## src/rtl/wdog_pkg.sv

```systemverilog
package wdog_pkg;
    localparam int unsigned WD_DATA_W = 32;
    localparam int unsigned CTL_IEN   = 0;
    localparam int unsigned CTL_IST   = 1;
    localparam int unsigned CTL_REN   = 2;
    localparam int unsigned CTL_W     = 3;

    typedef enum logic [1:0] {
        REG_CNT  = 2'd0,
        REG_RCMP = 2'd1,
        REG_ICMP = 2'd2,
        REG_CTL  = 2'd3
    } wd_reg_e;
endpackage

```

## src/rtl/wdog_decode.sv

```systemverilog
module wdog_decode
    import wdog_pkg::*;
#(
    parameter int ADDR_W = 6,
    parameter int NCH    = 3,
    localparam int CH_W  = ADDR_W - 4
) (
    input  logic [ADDR_W-1:0] addr_i,
    input  logic              we_i,
    output logic              hit_o,
    output logic [CH_W-1:0]   ch_o,
    output wd_reg_e           reg_o,
    output logic [NCH-1:0]    wr_cnt_o,
    output logic [NCH-1:0]    wr_rcmp_o,
    output logic [NCH-1:0]    wr_icmp_o,
    output logic [NCH-1:0]    wr_ctl_o
);
    always_comb begin
        ch_o  = addr_i[ADDR_W-1:4];
        reg_o = wd_reg_e'(addr_i[3:2]);
        hit_o = (addr_i[1:0] == 2'b00) && (int'(ch_o) < NCH)
                && ((reg_o != REG_ICMP) || (ch_o == '0));
        for (int i = 0; i < NCH; i++) begin
            wr_cnt_o[i]  = we_i && hit_o && (ch_o == CH_W'(i)) && (reg_o == REG_CNT);
            wr_rcmp_o[i] = we_i && hit_o && (ch_o == CH_W'(i)) && (reg_o == REG_RCMP);
            wr_icmp_o[i] = we_i && hit_o && (ch_o == CH_W'(i)) && (reg_o == REG_ICMP);
            wr_ctl_o[i]  = we_i && hit_o && (ch_o == CH_W'(i)) && (reg_o == REG_CTL);
        end
    end
endmodule

```

## src/rtl/wdog_chan.sv

```systemverilog
module wdog_chan
    import wdog_pkg::*;
#(
    parameter int DATA_W  = WD_DATA_W,
    parameter bit HAS_IRQ = 1'b0
) (
    input  logic              clk,
    input  logic              rst_n,
    input  logic              tick_i,
    input  logic              wr_cnt_i,
    input  logic              wr_rcmp_i,
    input  logic              wr_icmp_i,
    input  logic              wr_ctl_i,
    input  logic [DATA_W-1:0] wdata_i,
    output logic [DATA_W-1:0] cnt_o,
    output logic [DATA_W-1:0] rcmp_o,
    output logic [DATA_W-1:0] icmp_o,
    output logic [CTL_W-1:0]  ctl_o,
    output logic              rst_req_o,
    output logic              irq_o
);
    typedef struct packed {
        logic [DATA_W-1:0] cnt;
        logic [DATA_W-1:0] rcmp;
        logic [DATA_W-1:0] icmp;
        logic              ien;
        logic              ist;
        logic              ren;
    } chan_st_t;

    chan_st_t st_d, st_q;
    logic     warn_hit;

    always_comb begin
        st_d     = st_q;
        warn_hit = st_q.ien && (st_q.cnt >= st_q.icmp);
        if (wr_cnt_i)      st_d.cnt = wdata_i;
        else if (tick_i)   st_d.cnt = st_q.cnt + DATA_W'(1);
        if (wr_rcmp_i)     st_d.rcmp = wdata_i;
        if (wr_ctl_i)      st_d.ren = wdata_i[CTL_REN];
        if (HAS_IRQ) begin
            if (wr_icmp_i) st_d.icmp = wdata_i;
            if (wr_ctl_i)  st_d.ien = wdata_i[CTL_IEN];
            st_d.ist = warn_hit || (st_q.ist && !(wr_ctl_i && wdata_i[CTL_IST]));
        end else begin
            st_d.icmp = '1;
            st_d.ien  = 1'b0;
            st_d.ist  = 1'b0;
        end
    end

    always_ff @(posedge clk or negedge rst_n) begin
        if (!rst_n) begin
            st_q <= '{cnt: '0, rcmp: '1, icmp: '1, ien: 1'b0, ist: 1'b0, ren: 1'b0};
        end else begin
            st_q <= st_d;
        end
    end

    assign cnt_o     = st_q.cnt;
    assign rcmp_o    = st_q.rcmp;
    assign icmp_o    = st_q.icmp;
    assign ctl_o     = {st_q.ren, st_q.ist, st_q.ien};
    assign rst_req_o = st_q.ren && (st_q.cnt >= st_q.rcmp);
    assign irq_o     = st_q.ist;


    cnt_wr_prio_chk: assert property (@(posedge clk) disable iff (!rst_n)
        wr_cnt_i |=> (cnt_o == $past(wdata_i)));


    cnt_tick_chk: assert property (@(posedge clk) disable iff (!rst_n)
        (tick_i && !wr_cnt_i) |=> (cnt_o == $past(cnt_o) + DATA_W'(1)));


    flag_set_chk: assert property (@(posedge clk) disable iff (!rst_n)
        (ctl_o[CTL_IEN] && (cnt_o >= icmp_o)) |=> irq_o);


    flag_hold_chk: assert property (@(posedge clk) disable iff (!rst_n)
        (irq_o && !(wr_ctl_i && wdata_i[CTL_IST])) |=> irq_o);


    rst_drop_chk: assert property (@(posedge clk) disable iff (!rst_n)
        (wr_ctl_i && !wdata_i[CTL_REN]) |=> !rst_req_o);
endmodule

```

## src/rtl/tri_watchdog.sv

```systemverilog
module tri_watchdog
    import wdog_pkg::*;
#(
    parameter int ADDR_W = 6,
    parameter int DATA_W = WD_DATA_W,
    parameter int NCH    = 3,
    localparam int CH_W  = ADDR_W - 4
) (
    input  logic              clk,
    input  logic              rst_n,
    input  logic              tick_i,
    input  logic [ADDR_W-1:0] bus_addr_i,
    input  logic              bus_we_i,
    input  logic [DATA_W-1:0] bus_wdata_i,
    output logic [DATA_W-1:0] bus_rdata_o,
    output logic              recov_rst_o,
    output logic              sys_rst_o,
    output logic              irq_o
);
    logic              hit;
    logic [CH_W-1:0]   ch_sel;
    wd_reg_e           reg_sel;
    logic [NCH-1:0]    wr_cnt, wr_rcmp, wr_icmp, wr_ctl;
    logic [DATA_W-1:0] cnt_w  [NCH];
    logic [DATA_W-1:0] rcmp_w [NCH];
    logic [DATA_W-1:0] icmp_w [NCH];
    logic [CTL_W-1:0]  ctl_w  [NCH];
    logic [NCH-1:0]    rst_req, irq_vec;

    wdog_decode #(.ADDR_W(ADDR_W), .NCH(NCH)) i_decode (
        .addr_i    (bus_addr_i),
        .we_i      (bus_we_i),
        .hit_o     (hit),
        .ch_o      (ch_sel),
        .reg_o     (reg_sel),
        .wr_cnt_o  (wr_cnt),
        .wr_rcmp_o (wr_rcmp),
        .wr_icmp_o (wr_icmp),
        .wr_ctl_o  (wr_ctl)
    );

    for (genvar g = 0; g < NCH; g++) begin : g_chan
        wdog_chan #(.DATA_W(DATA_W), .HAS_IRQ(g == 0)) i_chan (
            .clk       (clk),
            .rst_n     (rst_n),
            .tick_i    (tick_i),
            .wr_cnt_i  (wr_cnt[g]),
            .wr_rcmp_i (wr_rcmp[g]),
            .wr_icmp_i (wr_icmp[g]),
            .wr_ctl_i  (wr_ctl[g]),
            .wdata_i   (bus_wdata_i),
            .cnt_o     (cnt_w[g]),
            .rcmp_o    (rcmp_w[g]),
            .icmp_o    (icmp_w[g]),
            .ctl_o     (ctl_w[g]),
            .rst_req_o (rst_req[g]),
            .irq_o     (irq_vec[g])
        );
    end

    always_comb begin
        bus_rdata_o = '0;
        if (hit) begin
            unique case (reg_sel)
                REG_CNT:  bus_rdata_o = cnt_w[ch_sel];
                REG_RCMP: bus_rdata_o = rcmp_w[ch_sel];
                REG_ICMP: bus_rdata_o = icmp_w[ch_sel];
                REG_CTL:  bus_rdata_o = DATA_W'(ctl_w[ch_sel]);
                default:  bus_rdata_o = '0;
            endcase
        end
    end

    assign recov_rst_o = rst_req[0];
    assign sys_rst_o   = |rst_req[NCH-1:1];
    assign irq_o       = |irq_vec;


    hole_read_chk: assert property (@(posedge clk) disable iff (!rst_n)
        (bus_addr_i[1:0] != 2'b00) |-> (bus_rdata_o == '0));
endmodule

```

## config.mk

```make
export PLATFORM = sky130hd
export DESIGN_NAME = tri_watchdog
export DESIGN_NICKNAME = d
export VERILOG_FILES = /design/src/rtl/wdog_pkg.sv /design/src/rtl/wdog_decode.sv /design/src/rtl/wdog_chan.sv /design/src/rtl/tri_watchdog.sv
export SDC_FILE = /design/constraint.sdc
export NUM_CORES = 1
export LEC_CHECK = 0
export BUFFER_PORTS_ARGS = -buffer_cell sky130_fd_sc_hd__buf_2
export CAP_MARGIN = 20
export CORE_MARGIN = 2
export CORE_UTILIZATION = 57
export CTS_CLUSTER_DIAMETER = 30
export DETAILED_ROUTE_END_ITERATION = 7
export GPL_TIMING_DRIVEN = 0
export HOLD_SLACK_MARGIN = 0.12
export PLACE_DENSITY_LB_ADDON = 0.15
export SYNTH_ARGS = -nofsm -noshare
export SYNTH_HDL_FRONTEND = slang
export SYNTH_SLANG_ARGS = --single-unit
```

## constraint.sdc

```tcl
create_clock -name clk -period 2.2 [get_ports clk]
set_clock_uncertainty 0.2 [all_clocks]
set_input_delay 0.11 -clock clk [delete_from_list [all_inputs] [get_ports clk]]
set_output_delay 0.11 -clock clk [all_outputs]
set_load 0.05 [all_outputs]
```

==> summary.json <==
{
  "worst_setup_path": {
    "critical_path.max_stage_delay_ps": 550,
    "rrSetupSlack_ps": -120,
    "worst-setup-path-type": "reg -> out",
    "worst-endpoint-required_ps": 1890,
    "cp.arrival_ps": 2970,
    "cpLargestDelayFamily": "simple AND/OR/NAND/NOR gates",
    "cpMostUsedCell": "sky130_fd_sc_hd__nor4_4",
    "worst-r2r-cell-count": 7,
    "worstPathCellList": "inv_2 -> ha_4 -> nand4_1 -> nor4_4 -> nand2_2 -> nor4_4 -> a211oi_2 -> o31ai_4 -> buf_6",
    "crit_path_max_fanout": 3,
    "critical_path.startpoint_type": "flop",
    "critical_path.reg2reg.endpoint": "g_chan[0].i_chan.cnt_o[28]",
    "end_kind": "output pin",
    "crit_buf_inv": 2,
    "worst_path_max_delay_cell": "sky130_fd_sc_hd__dfstp_2",
    "startpoint_of_the_lowest_slack_register_to_register_path": "g_chan[0].i_chan.cnt_o[6]"
  },
  "grt": {
    "grt_usage_pct": 39.6,
    "global_route.overflow_total": 0,
    "pin_count_of_the_biggest_net_entering_global_routing": 122,
    "number_of_global_route_vias_before_repair": 15173,
    "grt_first_pass_wirelength_um": 86700,
    "grt_antenna_before_repair": 0
  },
  "power_and_ir_drop": {
    "clockPowerShare_pct": 44.1,
    "sw_frac_of_total_pct": 33.1,
    "netSwitchingPower_mw": 6.99,
    "vdd_ir_drop_max_mv": 1.03,
    "p_int_mw": 14.1,
    "pwr-share-comb_pct": 25.1,
    "power.share.sequential_pct": 30.8,
    "post_layout_power_mw": 21.1,
    "power-per-cell-area_nw_per_um2": 1040,
    "power_leakage_nw": 9.25
  },
  "route": {
    "route.vias.total": 15245,
    "ant_nets": 0,
    "routed_wl_um": 57000,
    "drc": 0,
    "drtIter0Drc": 1767,
    "vias_per_cell": 6.45,
    "firstDrtPassIters": 7,
    "wire_per_inst_um": 24.1
  },
  "run": {
    "reported_max_cap_violation_count": 0
  },
  "sta": {
    "post-route-worst-setup-slack_ps": -1080,
    "final.setup.tns_ps": -6370,
    "grt_setup_unrepaired": "true",
    "finalHoldViolations": 0,
    "max_slew_margin_pct": 44.8,
    "setup_viol": 45,
    "worst_pin_slew_ps": 828,
    "hold_ws_ps": 119,
    "fin_crit_sh_pct": 149,
    "timing.final.crit_period_ps": 3280,
    "timing.fmax_mhz": 305,
    "slew_viol_final": 0
  },
  "hold_path": {
    "timing.hold.worst.class": "in -> reg",
    "holdCritStartpoint": "bus_addr_i[3]",
    "whs_endpoint": "g_chan[0].i_chan.rcmp_o[31]",
    "worst_hold_path_cell_count": 6
  },
  "cts": {
    "cts_max_level": 2,
    "worst_skew_pair.late_latency_ps": 590,
    "clock_tree.root_cell": "sky130_fd_sc_hd__clkbuf_16",
    "clock_sinks": 229,
    "cts_max_path_buffers": 3,
    "cts_inserted_buffers": 59,
    "clk_transition_reported_paths_ps": 50,
    "cts_tree": "built"
  },
  "synthesis": {
    "postSynthNetCount": 1943,
    "synth-edff-count": 0,
    "yosysWarnings": 0,
    "synth_sequential_area_ratio_pct": 37.8,
    "yosys.cell_types.count": 52,
    "netlist_area_um2": 15600,
    "asyncSetResetFlopFracSynth_pct": 100,
    "avgSynthCellArea_um2": 8.81,
    "register_bit_total_from_synthesis": 229,
    "synthCells": 1770,
    "synthFlopType": "sky130_fd_sc_hd__dfstp_2"
  },
  "floorplanning": {
    "effective_utilization_at_floorplan_pct": 58.0,
    "fp.dieArea_um2": 28700,
    "std_cell_rows": 60,
    "chipHeight_um": 169,
    "die_x_um": 169,
    "core_region_area_um2": 26900,
    "top_level_ports": 77
  },
  "cells_and_area": {
    "multi_input_area_um2": 9650,
    "area_delta_synth_final_pct": 30.6,
    "final_cell_count_without_fillers": 2365,
    "sequential_cell_area_um2": 5920,
    "layout.filler_cells": 1814,
    "fin_nets": 2147,
    "final_design_area_no_fill_um2": 20400,
    "num_antenna_cells": 0,
    "utilization_pct": 75.8,
    "drive_above_1_share_pct": 26.3
  },
  "outcome": {
    "failed_checks": "negative setup slack",
    "status": "finished with violations"
  },
  "place": {
    "place.gp.congestion": 0.946,
    "placedCellCount": 2185,
    "postPlaceCellArea_um2": 16600,
    "dpl.hpwl_um": 37900,
    "placement.io_buffers": 73,
    "placement.setup.worst_slack_ps": -1680
  }
}
-- cells in the final DEF, fill, tap and decap left out, types with 7 or more instances in the layout --
cell	netlist	routed
sky130_fd_sc_hd__nand2_1	172	168
sky130_fd_sc_hd__nor2_1	173	164
sky130_fd_sc_hd__a21oi_1	149	143
sky130_fd_sc_hd__dfstp_2	128	128
sky130_fd_sc_hd__inv_1	131	125
sky130_fd_sc_hd__ha_1	131	121
sky130_fd_sc_hd__o21ai_1	91	97
sky130_fd_sc_hd__dfrtp_1	101	76
sky130_fd_sc_hd__mux2_1	70	70
sky130_fd_sc_hd__mux2i_1	67	66
sky130_fd_sc_hd__xor2_1	62	62
sky130_fd_sc_hd__clkbuf_16	0	59
sky130_fd_sc_hd__buf_2	19	54
sky130_fd_sc_hd__o21ai_0	64	53
sky130_fd_sc_hd__nand3_1	55	49
sky130_fd_sc_hd__clkbuf_1	67	46
sky130_fd_sc_hd__buf_6	0	42
sky130_fd_sc_hd__dlygate4sd3_1	0	40
sky130_fd_sc_hd__a21o_1	39	39
sky130_fd_sc_hd__a211oi_1	70	35
sky130_fd_sc_hd__a211oi_2	0	32
sky130_fd_sc_hd__and3_1	37	32
sky130_fd_sc_hd__xnor2_1	31	31
sky130_fd_sc_hd__nand4_1	28	28
sky130_fd_sc_hd__buf_4	0	25
sky130_fd_sc_hd__dfrtp_2	0	25
sky130_fd_sc_hd__clkbuf_2	0	23
sky130_fd_sc_hd__clkbuf_8	0	14
sky130_fd_sc_hd__clkinv_2	0	11
sky130_fd_sc_hd__bufinv_16	0	11
sky130_fd_sc_hd__nor4_4	3	9
sky130_fd_sc_hd__ha_4	0	8
sky130_fd_sc_hd__inv_2	1	7
sky130_fd_sc_hd__nor2b_1	9	7
-- layout make-up --
| cell class | instances | area share, % |
|---|---|---|
| clock inverters | 28 | 2.19 |
| multi-input cells | 1318 | 47.4 |
| clock buffers | 83 | 8.33 |
| repair buffers | 144 | 6.34 |
| well taps | 341 | 2.09 |
| flip-flops and latches | 229 | 29.1 |
| plain buffers | 90 | 2.20 |
| inverters | 132 | 2.43 |
-- routing by layer --
metal  wire (um)  GRT usage, %  share of wire, %  vias up
li1            -             -                 -     6630
met3        6280          9.72                11      235
met5           0             0                 0        -
met4        3090          20.6               5.4        0
met1       22200          52.0                39     7436
met2       25400          60.7                45      944
-- tightest hold or removal path, delay by kind of cell --
family	cells	cell delay [ps]
buf+inv	3	560
simple gates	2	160
compound gates	1	60
-- how the worst max path moves through the flow --
stage	end	from	depth (start not counted)	slack (ps)
3_3_place_gp	g_chan[0].i_chan.cnt_o[26]	rst_n	1	-3280
3_5_place_dp	recov_rst_o	g_chan[0].i_chan.rcmp_o[2]	9	-1680
5_1_grt	recov_rst_o	g_chan[0].i_chan.rcmp_o[4]	9	-1120
4_1_cts	recov_rst_o	g_chan[0].i_chan.rcmp_o[5]	9	-1090
2_1_floorplan	bus_rdata_o[31]	bus_addr_i[5]	6	-340
6_report	sys_rst_o	g_chan[1].i_chan.rcmp_o[25]	9	-1080
-- synth_stat cells, drive strengths merged, types with 2 or more instances --
master | instances | area [um2]
mux2i | 67 | 671
a21o | 39 | 293
nand2b | 4 | 25.0
xnor2 | 31 | 272
ha | 131 | 1640
inv | 132 | 495
nor2b | 9 | 56.3
mux2 | 70 | 788
and2 | 5 | 31.3
a211oi | 70 | 526
nand2 | 172 | 646
or2 | 4 | 27.5
nand4b | 3 | 26.3
a211o | 2 | 17.5
nand3 | 56 | 285
nand4 | 29 | 188
dfstp | 128 | 3360
o21ai | 156 | 785
dfrtp | 101 | 2530
nor4 | 10 | 114
nor2 | 173 | 649
and3 | 37 | 231
a21oi | 149 | 746
clkbuf | 67 | 251
nor3 | 16 | 95.1
a221oi | 3 | 26.3
and4 | 5 | 43.8
a22oi | 4 | 30.0
or4 | 2 | 18.8
xor2 | 62 | 543
buf | 24 | 114
-- kinds of logic (layout without fill, tap and decap cells) --
group / Yosys count / after routing / synth area share [%]
DFF: 229 / 229 / 37.8
buffers and inverters: 223 / 477 / 5.52
muxes: 137 / 137 / 9.35
xor gates and xnor gates: 93 / 93 / 5.22
adders and majority gates: 131 / 131 / 10.5
and+or+nand+nor: 526 / 526 / 15.7
AOI/OAI and AO/OA: 431 / 431 / 16.0
-- state kept, by name (all words and copies together) (netlist names) --
name                  count
g_chan.i_chan.ctl_o       4
g_chan.i_chan.cnt_o      96
g_chan.i_chan.irq_o       1
g_chan.i_chan.rcmp_o     96
g_chan.i_chan.icmp_o     32
-- power by group through the flow --
stage	clock network [mW]	registers, mW	logic, mW
after floorplan	0	5.99	3.09
after CTS	9.29	6.40	4.83
after global routing	9.52	6.56	5.75
after global placement	0	6.40	4.07
final	9.31	6.50	5.28
after detailed placement	0	6.43	4.24
-- what timing repair did --
action | CTS | global route
pin swaps | 25 | 43
endpoints found under the hold margin | 393 | 0
setup buffers | 9 | 20
hold buffers | 42 | 0
resized for setup | 187 | 111
setup endpoints to repair | 79 | 201
Power figures use the tool's default switching activity.
